### src/rtl/vpp_seq_pkg.sv
package vpp_seq_pkg;

  typedef enum logic [2:0] {
    ST_IDLE  = 3'd0,
    ST_RAMP  = 3'd1,
    ST_PULSE = 3'd2,
    ST_HOLD  = 3'd3,
    ST_DONE  = 3'd4
  } seq_state_t;

  typedef enum logic [1:0] {
    MODE_IDLE  = 2'b00,
    MODE_READ  = 2'b01,
    MODE_SET   = 2'b10,
    MODE_RESET = 2'b11
  } bias_mode_t;

  function automatic int unsigned us_to_cycles(input int unsigned khz,
                                               input int unsigned us);
    int unsigned raw;
    raw = (khz * us) / 1000;
    return (raw < 1) ? 1 : raw;
  endfunction

endpackage

### src/rtl/vpp_seq_rstsync.sv
module vpp_seq_rstsync #(
  parameter int unsigned STAGES = 2
) (
  input  logic clk,
  input  logic rst_n,
  output logic rst_n_sync
);

  logic [STAGES-1:0] sync_q;

  always_ff @(posedge clk or negedge rst_n) begin
    if (!rst_n) begin
      sync_q <= '0;
    end else begin
      sync_q <= {sync_q[STAGES-2:0], 1'b1};
    end
  end

  assign rst_n_sync = sync_q[STAGES-1];

endmodule

### src/rtl/vpp_seq_timer.sv
module vpp_seq_timer #(
  parameter int unsigned CNT_W = 8
) (
  input  logic             clk,
  input  logic             rst_n,
  input  logic             load_i,
  input  logic [CNT_W-1:0] load_val_i,
  output logic             zero_o
);

  logic [CNT_W-1:0] cnt_q;
  logic [CNT_W-1:0] cnt_nxt;
  logic             cnt_en;

  assign zero_o = (cnt_q == '0);
  assign cnt_en = load_i | ~zero_o;

  always_comb begin
    cnt_nxt = cnt_q;
    if (load_i) begin
      cnt_nxt = load_val_i;
    end else if (!zero_o) begin
      cnt_nxt = cnt_q - 1'b1;
    end
  end

  always_ff @(posedge clk or negedge rst_n) begin
    if (!rst_n) begin
      cnt_q <= '0;
    end else if (cnt_en) begin
      cnt_q <= cnt_nxt;
    end
  end


  no_wrap_chk: assert property (@(posedge clk) disable iff (!rst_n)
    (!load_i && zero_o) |=> zero_o);

endmodule

### src/rtl/vpp_seq_fsm.sv
module vpp_seq_fsm
  import vpp_seq_pkg::*;
#(
  parameter int unsigned CNT_W    = 8,
  parameter int unsigned RAMP_LD  = 1,
  parameter int unsigned PULSE_LD = 1,
  parameter int unsigned HOLD_LD  = 1
) (
  input  logic             clk,
  input  logic             rst_n,
  input  logic             wr_req_i,
  input  logic             sel_reset_i,
  input  logic             rd_req_i,
  input  logic             tmr_zero_i,
  output logic             tmr_load_o,
  output logic [CNT_W-1:0] tmr_val_o,
  output logic             vpp_en_o,
  output logic             wr_pulse_o,
  output logic             done_o,
  output logic [1:0]       mode_o
);

  seq_state_t st_q, st_nxt;
  bias_mode_t mode_q, mode_nxt;
  logic       mode_en;

  always_comb begin
    st_nxt     = st_q;
    mode_nxt   = mode_q;
    mode_en    = 1'b0;
    tmr_load_o = 1'b0;
    tmr_val_o  = '0;
    unique case (st_q)
      ST_IDLE: begin
        mode_en = 1'b1;
        if (wr_req_i) begin
          st_nxt     = ST_RAMP;
          tmr_load_o = 1'b1;
          tmr_val_o  = CNT_W'(RAMP_LD);
          mode_nxt   = sel_reset_i ? MODE_RESET : MODE_SET;
        end else if (rd_req_i) begin
          mode_nxt = MODE_READ;
        end else begin
          mode_nxt = MODE_IDLE;
        end
      end
      ST_RAMP: begin
        if (tmr_zero_i) begin
          st_nxt     = ST_PULSE;
          tmr_load_o = 1'b1;
          tmr_val_o  = CNT_W'(PULSE_LD);
        end
      end
      ST_PULSE: begin
        if (tmr_zero_i) begin
          st_nxt     = ST_HOLD;
          tmr_load_o = 1'b1;
          tmr_val_o  = CNT_W'(HOLD_LD);
        end
      end
      ST_HOLD: begin
        if (tmr_zero_i) begin
          st_nxt   = ST_DONE;
          mode_en  = 1'b1;
          mode_nxt = MODE_IDLE;
        end
      end
      ST_DONE: begin
        st_nxt = ST_IDLE;
      end
      default: begin
        st_nxt   = ST_IDLE;
        mode_en  = 1'b1;
        mode_nxt = MODE_IDLE;
      end
    endcase
  end

  always_ff @(posedge clk or negedge rst_n) begin
    if (!rst_n) begin
      st_q <= ST_IDLE;
    end else begin
      st_q <= st_nxt;
    end
  end

  always_ff @(posedge clk or negedge rst_n) begin
    if (!rst_n) begin
      mode_q <= MODE_IDLE;
    end else if (mode_en) begin
      mode_q <= mode_nxt;
    end
  end

  assign vpp_en_o   = (st_q == ST_RAMP) || (st_q == ST_PULSE) || (st_q == ST_HOLD);
  assign wr_pulse_o = (st_q == ST_PULSE);
  assign done_o     = (st_q == ST_DONE);
  assign mode_o     = mode_q;


  pulse_needs_supply_chk: assert property (@(posedge clk) disable iff (!rst_n)
    wr_pulse_o |-> vpp_en_o);


  pulse_after_lead_chk: assert property (@(posedge clk) disable iff (!rst_n)
    $rose(wr_pulse_o) |-> $past(vpp_en_o));


  done_single_chk: assert property (@(posedge clk) disable iff (!rst_n)
    done_o |=> !done_o);


  supply_off_done_chk: assert property (@(posedge clk) disable iff (!rst_n)
    $fell(vpp_en_o) |-> (done_o && !wr_pulse_o));


  mode_hold_chk: assert property (@(posedge clk) disable iff (!rst_n)
    (vpp_en_o && $past(vpp_en_o)) |-> $stable(mode_o));


  mode_write_code_chk: assert property (@(posedge clk) disable iff (!rst_n)
    vpp_en_o |-> mode_o[1]);

endmodule

### src/rtl/vpp_write_seq.sv
module vpp_write_seq
  import vpp_seq_pkg::*;
#(
  parameter int unsigned CLK_KHZ  = 50000,
  parameter int unsigned RAMP_US  = 20,
  parameter int unsigned PULSE_US = 1000,
  parameter int unsigned HOLD_US  = 10
) (
  input  logic       clk,
  input  logic       rst_n,
  input  logic       wr_req,
  input  logic       wr_sel_reset,
  input  logic       rd_req,
  output logic       vpp_en_o,
  output logic       wr_pulse_o,
  output logic       done_o,
  output logic [1:0] mode_o
);

  localparam int unsigned RAMP_CYC  = us_to_cycles(CLK_KHZ, RAMP_US);
  localparam int unsigned PULSE_CYC = us_to_cycles(CLK_KHZ, PULSE_US);
  localparam int unsigned HOLD_CYC  = us_to_cycles(CLK_KHZ, HOLD_US);
  localparam int unsigned MAX_A     = (RAMP_CYC > PULSE_CYC) ? RAMP_CYC : PULSE_CYC;
  localparam int unsigned MAX_CYC   = (MAX_A > HOLD_CYC) ? MAX_A : HOLD_CYC;
  localparam int unsigned CNT_W     = ($clog2(MAX_CYC) < 1) ? 1 : $clog2(MAX_CYC);

  logic             rst_n_sync;
  logic             tmr_load;
  logic [CNT_W-1:0] tmr_val;
  logic             tmr_zero;

  vpp_seq_rstsync #(
    .STAGES(2)
  ) u_rstsync (
    .clk       (clk),
    .rst_n     (rst_n),
    .rst_n_sync(rst_n_sync)
  );

  vpp_seq_timer #(
    .CNT_W(CNT_W)
  ) u_timer (
    .clk       (clk),
    .rst_n     (rst_n_sync),
    .load_i    (tmr_load),
    .load_val_i(tmr_val),
    .zero_o    (tmr_zero)
  );

  vpp_seq_fsm #(
    .CNT_W   (CNT_W),
    .RAMP_LD (RAMP_CYC - 1),
    .PULSE_LD(PULSE_CYC - 1),
    .HOLD_LD (HOLD_CYC - 1)
  ) u_fsm (
    .clk        (clk),
    .rst_n      (rst_n_sync),
    .wr_req_i   (wr_req),
    .sel_reset_i(wr_sel_reset),
    .rd_req_i   (rd_req),
    .tmr_zero_i (tmr_zero),
    .tmr_load_o (tmr_load),
    .tmr_val_o  (tmr_val),
    .vpp_en_o   (vpp_en_o),
    .wr_pulse_o (wr_pulse_o),
    .done_o     (done_o),
    .mode_o     (mode_o)
  );

endmodule

### config.mk
export PLATFORM = sky130hd
export DESIGN_NAME = vpp_write_seq
export DESIGN_NICKNAME = d
export VERILOG_FILES = /design/src/rtl/vpp_seq_pkg.sv /design/src/rtl/vpp_seq_rstsync.sv /design/src/rtl/vpp_seq_timer.sv /design/src/rtl/vpp_seq_fsm.sv /design/src/rtl/vpp_write_seq.sv
export SDC_FILE = /design/constraint.sdc
export NUM_CORES = 1
export LEC_CHECK = 0
export CAP_MARGIN = 20
export CORE_ASPECT_RATIO = 1.5
export CORE_MARGIN = 2
export CORE_UTILIZATION = 48
export CTS_BUF_LIST = sky130_fd_sc_hd__clkbuf_4
export DETAILED_ROUTE_END_ITERATION = 6
export DONT_BUFFER_PORTS = 1
export PLACE_DENSITY = 0.75
export SETUP_SLACK_MARGIN = 0.02
export SLEW_MARGIN = 20
export SYNTH_ARGS = -nofsm -noshare
export SYNTH_HDL_FRONTEND = slang
export SYNTH_SLANG_ARGS = --single-unit
### constraint.sdc
create_clock -name clk -period 1.1 [get_ports clk]
set_input_delay 0.22 -clock clk [delete_from_list [all_inputs] [get_ports clk]]
set_output_delay 0.22 -clock clk [all_outputs]
set_load 0.05 [all_outputs]
Word-level counts from Yosys, hierarchy flattened --
Index checks and enable logic that the tools add are counted.
Operators by class: reductions and logical operators 9, multiplexer cells 20, bitwise logic cells 3, equal/unequal tests 9, $add $sub $neg 1
Operators with widths (count):
- 16-bit 2-to-1 mux | 3
- 16-bit case mux with 3 select lines | 1
- 16-bit zero test | 1
- 16-bit by 1-bit subtractor with 16-bit output (second input constant) | 1
- 3-bit 2-to-1 mux | 4
- 3-bit case mux with 4 select lines | 1
- 10-bit 2-to-1 mux | 1
- 9-bit 2-to-1 mux | 1
- 3-bit by 2-bit equality test with 1-bit output (second input constant) | 2
- 2-bit != test (second input constant) | 3
- 2-bit case mux with 3 select lines | 1
- 1-bit 2-to-1 mux | 4
- 2-bit 2-to-1 mux | 2
- 2-bit by 1-bit != test with 1-bit output (second input constant) | 2
- 1-bit case mux with 2 select lines | 2
- 4-bit AND reduction | 1
- 3-bit by 1-bit equality test with 1-bit output (second input constant) | 1
- 3-bit equality test (second input constant) | 1
- 3-bit zero test | 1
- 3-bit AND reduction | 1
- 3-bit OR reduction | 1
- 1-bit logical OR | 2
- 1-bit inverter | 2
- 2-bit AND reduction | 1
- 2 further kinds | 2
Word-level totals: register bits after elaboration 23, output and inout port bits 5, input port bits 5, logic and storage cells 46

Logic depth before layout (Yosys ltp) --
depth after elaboration 5, gate-level depth with buffers 8, gate-level depth less buffers 6

Cells and area by module --
From an unflattened synthesis, not the netlist that was laid out.
Unflattened totals: cells, all modules 156, area, all modules 1448.9 um2
By module, submodules not included:
- vpp_seq_timer | instances 1, seq. area each 400.4 um2, cells an instance 102, area an instance 962.2 um2
- vpp_seq_fsm | instances 1, seq. area each 125.1 um2, cells an instance 51, area an instance 432.9 um2
- vpp_seq_rstsync | instances 1, seq. area each 50.0 um2, cells an instance 3, area an instance 53.8 um2

Worst setup path before layout --
No wires, ideal clock.
kind register -> register, from register u_fsm.st_q[1], to register u_timer.cnt_q[5], period minus slack after synthesis 2.277 ns, arrival time 2.193 ns, cell stages (with the launch flop) 6, slack -1.177 ns, buffers on the path 1, setup time 0.085 ns, data required time 1.015 ns, cell sequence dfrtp_1 clkbuf_1 inv_1 nor3_1 nor3_1 o21ai_0
On the way: word-level cells in the longest chain between the ends 5, elaborated cells on any way between the ends 10, those cells by class eq/ne: 3; mux: 3; bitwise: 1; reduce/logical: 3
RTL lines:
- from (decl) | line vpp_seq_fsm.sv:23 | seq_state_t st_q, st_nxt;
- from (signal assigned) | line vpp_seq_fsm.sv:83 | st_q <= st_nxt;
- 3-bit by 2-bit equality test with 1-bit output *
- via wr_pulse_o | line vpp_write_seq.sv:15 | output logic wr_pulse_o,
- 2-bit OR reduction (no source line)
- 1-bit case mux with 2 select lines | line vpp_seq_fsm.sv:33 | unique case (st_q)
- 2-bit by 1-bit != test with 1-bit output (no source line) / 1-bit bitwise OR (equally long branches)
- 2-bit AND reduction (no source line)
- to (signal assigned) | line vpp_seq_timer.sv:31 | cnt_q <= cnt_nxt;
- to (decl) | line vpp_seq_timer.sv:11 | logic [CNT_W-1:0] cnt_q;
Mark *: on every way through the listed nets, which the timed path passes. The rest lies on a longest branch. A chain may end at the register's enable or synchronous reset.

Worst setup path in the final report --
from register u_timer.cnt_q[6], to register u_timer.cnt_q[11]
On the way: word-level cells in the longest chain between the ends 5, elaborated cells on any way between the ends 10, those cells by class add/sub: 1; eq/ne: 1; mux: 4; bitwise: 2; reduce/logical: 2
RTL lines:
- branches (longest 5 deep; another with 16-bit by 1-bit subtractor with 16-bit output)
Several ways; the timed one is not identified. The select of a mux whose other input is x is not followed.

==> results.sh <==
export IMPL_clockRootBuffer="clkbuf_4"
export IMPL_ys_top_cells_by_count="dfrtp_1 (23), o21ai_0 (14), nor3_1 (10)"
export IMPL_dieArea_mm2=0.00323
export IMPL_critical_path_max_stage_delay_ns=0.53
export IMPL_run_status="finished, violations left"
export IMPL_slew_viol_final=0
export IMPL_vias=1799
export IMPL_antenna_found_initial=0
export IMPL_final_hold_viol_count=0
export IMPL_yosysMostFrequentCell="dfrtp_1"
export IMPL_tightest_slew_ns=0.550
export IMPL_crit_required_ns=1.38
export IMPL_vdd_drop_max_mv=0.811
export IMPL_power_density_mw_per_mm2=540
export IMPL_power_switching_w=0.000333
export IMPL_start_util_pct=50.4
export IMPL_cts_tree="yes"
export IMPL_slew_limit_headroom_pct=63.2
export IMPL_dieWidth_um=47.0
export IMPL_synth_nets=153
export IMPL_place_gp_congestion=0.932
export IMPL_p_sw_share_pct=25.1
export IMPL_path_common_cell="or4_4"
export IMPL_path_clk_slew_ns=0.15
export IMPL_io_buffers=0
export IMPL_design_area_mm2=0.00246
export IMPL_grt_max_degree=22
export IMPL_ys_seq_area_share_pct=43.2
export IMPL_row_count=23
export IMPL_hp_class="primary input to asynchronous set/reset pin"
export IMPL_track_usage_pct=40.0
export IMPL_pwr_share_seq_pct=64.1
export IMPL_ys_async_sr_fraction_pct=100
export IMPL_whs_ns=0.0868
export IMPL_clk_latency_ns=0.34
export IMPL_timing_max_cap_violations=0
export IMPL_drtIter0Drc=191
export IMPL_grt_overflow=0
export IMPL_power_share_combinational_pct=2.1
export IMPL_nets=232
export IMPL_yosys_top_cells_area="dfrtp_1 (43%), o21ai_0 (5.3%), nor3_1 (3.8%)"
export IMPL_critPathLaunch="u_timer.cnt_q[6]"
export IMPL_avgSynthCellArea_um2=9.14
export IMPL_setup_viol=26
export IMPL_yosysWarnings=0
export IMPL_ant_nets=0
export IMPL_slowest_stage="dfrtp_1"
export IMPL_crit_path_max_fanout=6
export IMPL_fp_coreArea_mm2=0.00265
export IMPL_clk_path_buf_depth=2
export IMPL_grt_setup_unrepaired="yes"
export IMPL_post_dp_hpwl_um=3210
export IMPL_fin_crit_sh_pct=181
export IMPL_grt_first_pass_wirelength_um=8760
export IMPL_drc=0
export IMPL_numCtsBuffers=3
export IMPL_cellInternalPower_w=0.000994
export IMPL_p_clk_share_pct=33.8
export IMPL_grt_pass1_vias=1697
export IMPL_violations="negative setup slack"
export IMPL_syn_inst=146
export IMPL_wl_um=7220
export IMPL_yosys_area_top_type_share_pct=43.2
export IMPL_r2r_start="u_timer.cnt_q[6]"
export IMPL_htreeDepth=1
export IMPL_cts_sinks=23
export IMPL_die_y_um=68.6
export IMPL_place_area_mm2=0.00192
export IMPL_viasPerCell=6.89
export IMPL_path_class="flop to flop"
export IMPL_io_pins=10
export IMPL_cp_cell_sequence="or4_4 -> or4_4 -> a211o_1 -> a21oi_2"
export IMPL_n_antenna_cell=0
export IMPL_synth_edf_count=0
export IMPL_cp_data_arrival_time_ns=2.27
export IMPL_fin_ws_ns=-0.892
export IMPL_ys_ff_latch=23
export IMPL_critPathBufInv=0
export IMPL_worstSetupEndpointType="flop"
export IMPL_synth_distinct_cells=45
export IMPL_synth_area_mm2=0.00133
export IMPL_fin_skew_ns=0.00686
export IMPL_dr_pass1_iters=5
export IMPL_leakage_nw=1.04
export IMPL_final_layout_size_suffix_gt1_share_pct=64.3
export IMPL_timing_fmax_mhz=502
export IMPL_wire_per_inst_um=27.6
export IMPL_synth_ff_type="dfrtp_1"
export IMPL_layout_min_cycle_time_ns=1.99
export IMPL_yosys_area_top_type="dfrtp_1"
export IMPL_syn_to_final_growth_pct=84.1
export IMPL_cp_top_family="simple AND/OR/NAND/NOR gates"
export IMPL_critPathLaunchType="flop"
[stage by stage]
stage / util [%] / setup WS (ns) / TNS [ns] / power (W) / std cells
after floorplan: - / -0.801 / -12.88 / 0.000880 / 146
after global placement: 72.5 / -0.800 / -14.91 / 0.000888 / 242
after detailed placement: 72.5 / -0.885 / -16.08 / 0.000888 / 242
after CTS: 79.4 / -0.798 / -16.87 / 0.00128 / 255
after global routing: 92.8 / -0.924 / -17.72 / 0.00134 / 261
final: 92.8 / -0.892 / -17.02 / 0.00133 / 261
[power groups by stage]
stage               Clock [W]  Combinational [W]  Sequential [W]
floorplan                   0         0.00000364        0.000877
global placement            0          0.0000219        0.000866
detailed placement          0          0.0000221        0.000866
CTS                  0.000405          0.0000259        0.000850
global route         0.000461          0.0000316        0.000851
finish               0.000449          0.0000275        0.000851
[area by class of cell]
cell class	count	area, um^2
fillers	96	191
multi-input cells	107	1020
flip-flops and latches	23	577
repair buffers	84	759
inverters	6	30.0
well taps	37	46.3
clock buffers	3	22.5
clock inverters	1	5.00
[kinds of logic (layout without fill, tap and decap cells)]
group	count (synthesis)	count (layout)	share of synthesized area (%)
AO/OA/AOI/OAI	43	43	21.6
adder cells (fa/ha/maj)	2	2	1.88
other	1	1	0.281
XOR/XNOR	6	6	3.94
flip-flops	23	23	43.2
multiplexers	1	1	0.844
buffers and inverters	16	94	5.35
AND/OR/NAND/NOR	54	54	23.0
[layout by cell type (no fill, tap or decap), types with 2 or more instances in the layout]
| cell type | instances |
|---|---|
| nor4_2 | 2 |
| nor4_1 | 2 |
| nor2_1 | 7 |
| o21ai_1 | 7 |
| and2_4 | 2 |
| a21oi_2 | 4 |
| buf_12 | 2 |
| o21ai_0 | 2 |
| xnor2_1 | 2 |
| nand2_2 | 2 |
| ha_4 | 2 |
| xor2_1 | 4 |
| or4_4 | 4 |
| buf_4 | 55 |
| dfrtp_1 | 22 |
| nor4_4 | 2 |
| inv_1 | 2 |
| clkbuf_4 | 3 |
| inv_2 | 2 |
| buf_6 | 25 |
| a31oi_1 | 2 |
| o31ai_1 | 2 |
| nor3_4 | 4 |
| nand4_1 | 2 |
| o21ai_2 | 4 |
| nor3_2 | 2 |
| nor3_1 | 4 |
| nand3b_1 | 2 |
| a21oi_1 | 4 |
| nand2_1 | 5 |
[metal layers]
| metal | global-route usage [%] | vias up | wire (um) |
|---|---|---|---|
| met3 | 6.77 | 61 | 802 |
| met5 | 0 | - | 0 |
| li1 | - | 696 | - |
| met4 | 26.4 | 0 | 506 |
| met2 | 65.4 | 192 | 3310 |
| met1 | 46.4 | 850 | 2600 |
[state kept, by name, summed over array words and instances, names as in the netlist]
name              cells
u_timer.cnt_q        16
u_fsm.st_q            3
u_fsm.mode_o          2
u_rstsync.sync_q      2
[final timing paths]
kind / end / slack, ns / cells after the start
setup / recovery: u_timer.cnt_q[11] / -0.89 / 4
hold / removal: u_rstsync.sync_q[1] / 0.09 / 1
setup reg to reg: u_timer.cnt_q[11] / -0.89 / 4
hold reg to reg: u_timer.cnt_q[1] / 0.26 / 1
max in group asynchronous: u_timer.cnt_q[3] / 0.60 / 1
min in group clk: u_fsm.st_q[0] / 0.20 / 2
[worst reg2reg max path, cell delays in order, from the launching register on]
cell	delay, ns
dfrtp_1	0.53
or4_4	0.47
or4_4	0.53
a211o_1	0.26
a21oi_2	0.14
[repair_timing]
| action | in CTS | in global routing |
|---|---|---|
| setup buffers | 8 | 7 |
| hold buffers | 1 | 0 |
| pin swaps | 4 | 14 |
| endpoints found under the setup margin | 26 | 26 |
| gates resized for setup | 24 | 74 |
| hold endpoints to repair | 2 | 0 |
Power figures use the tool's default switching activity.
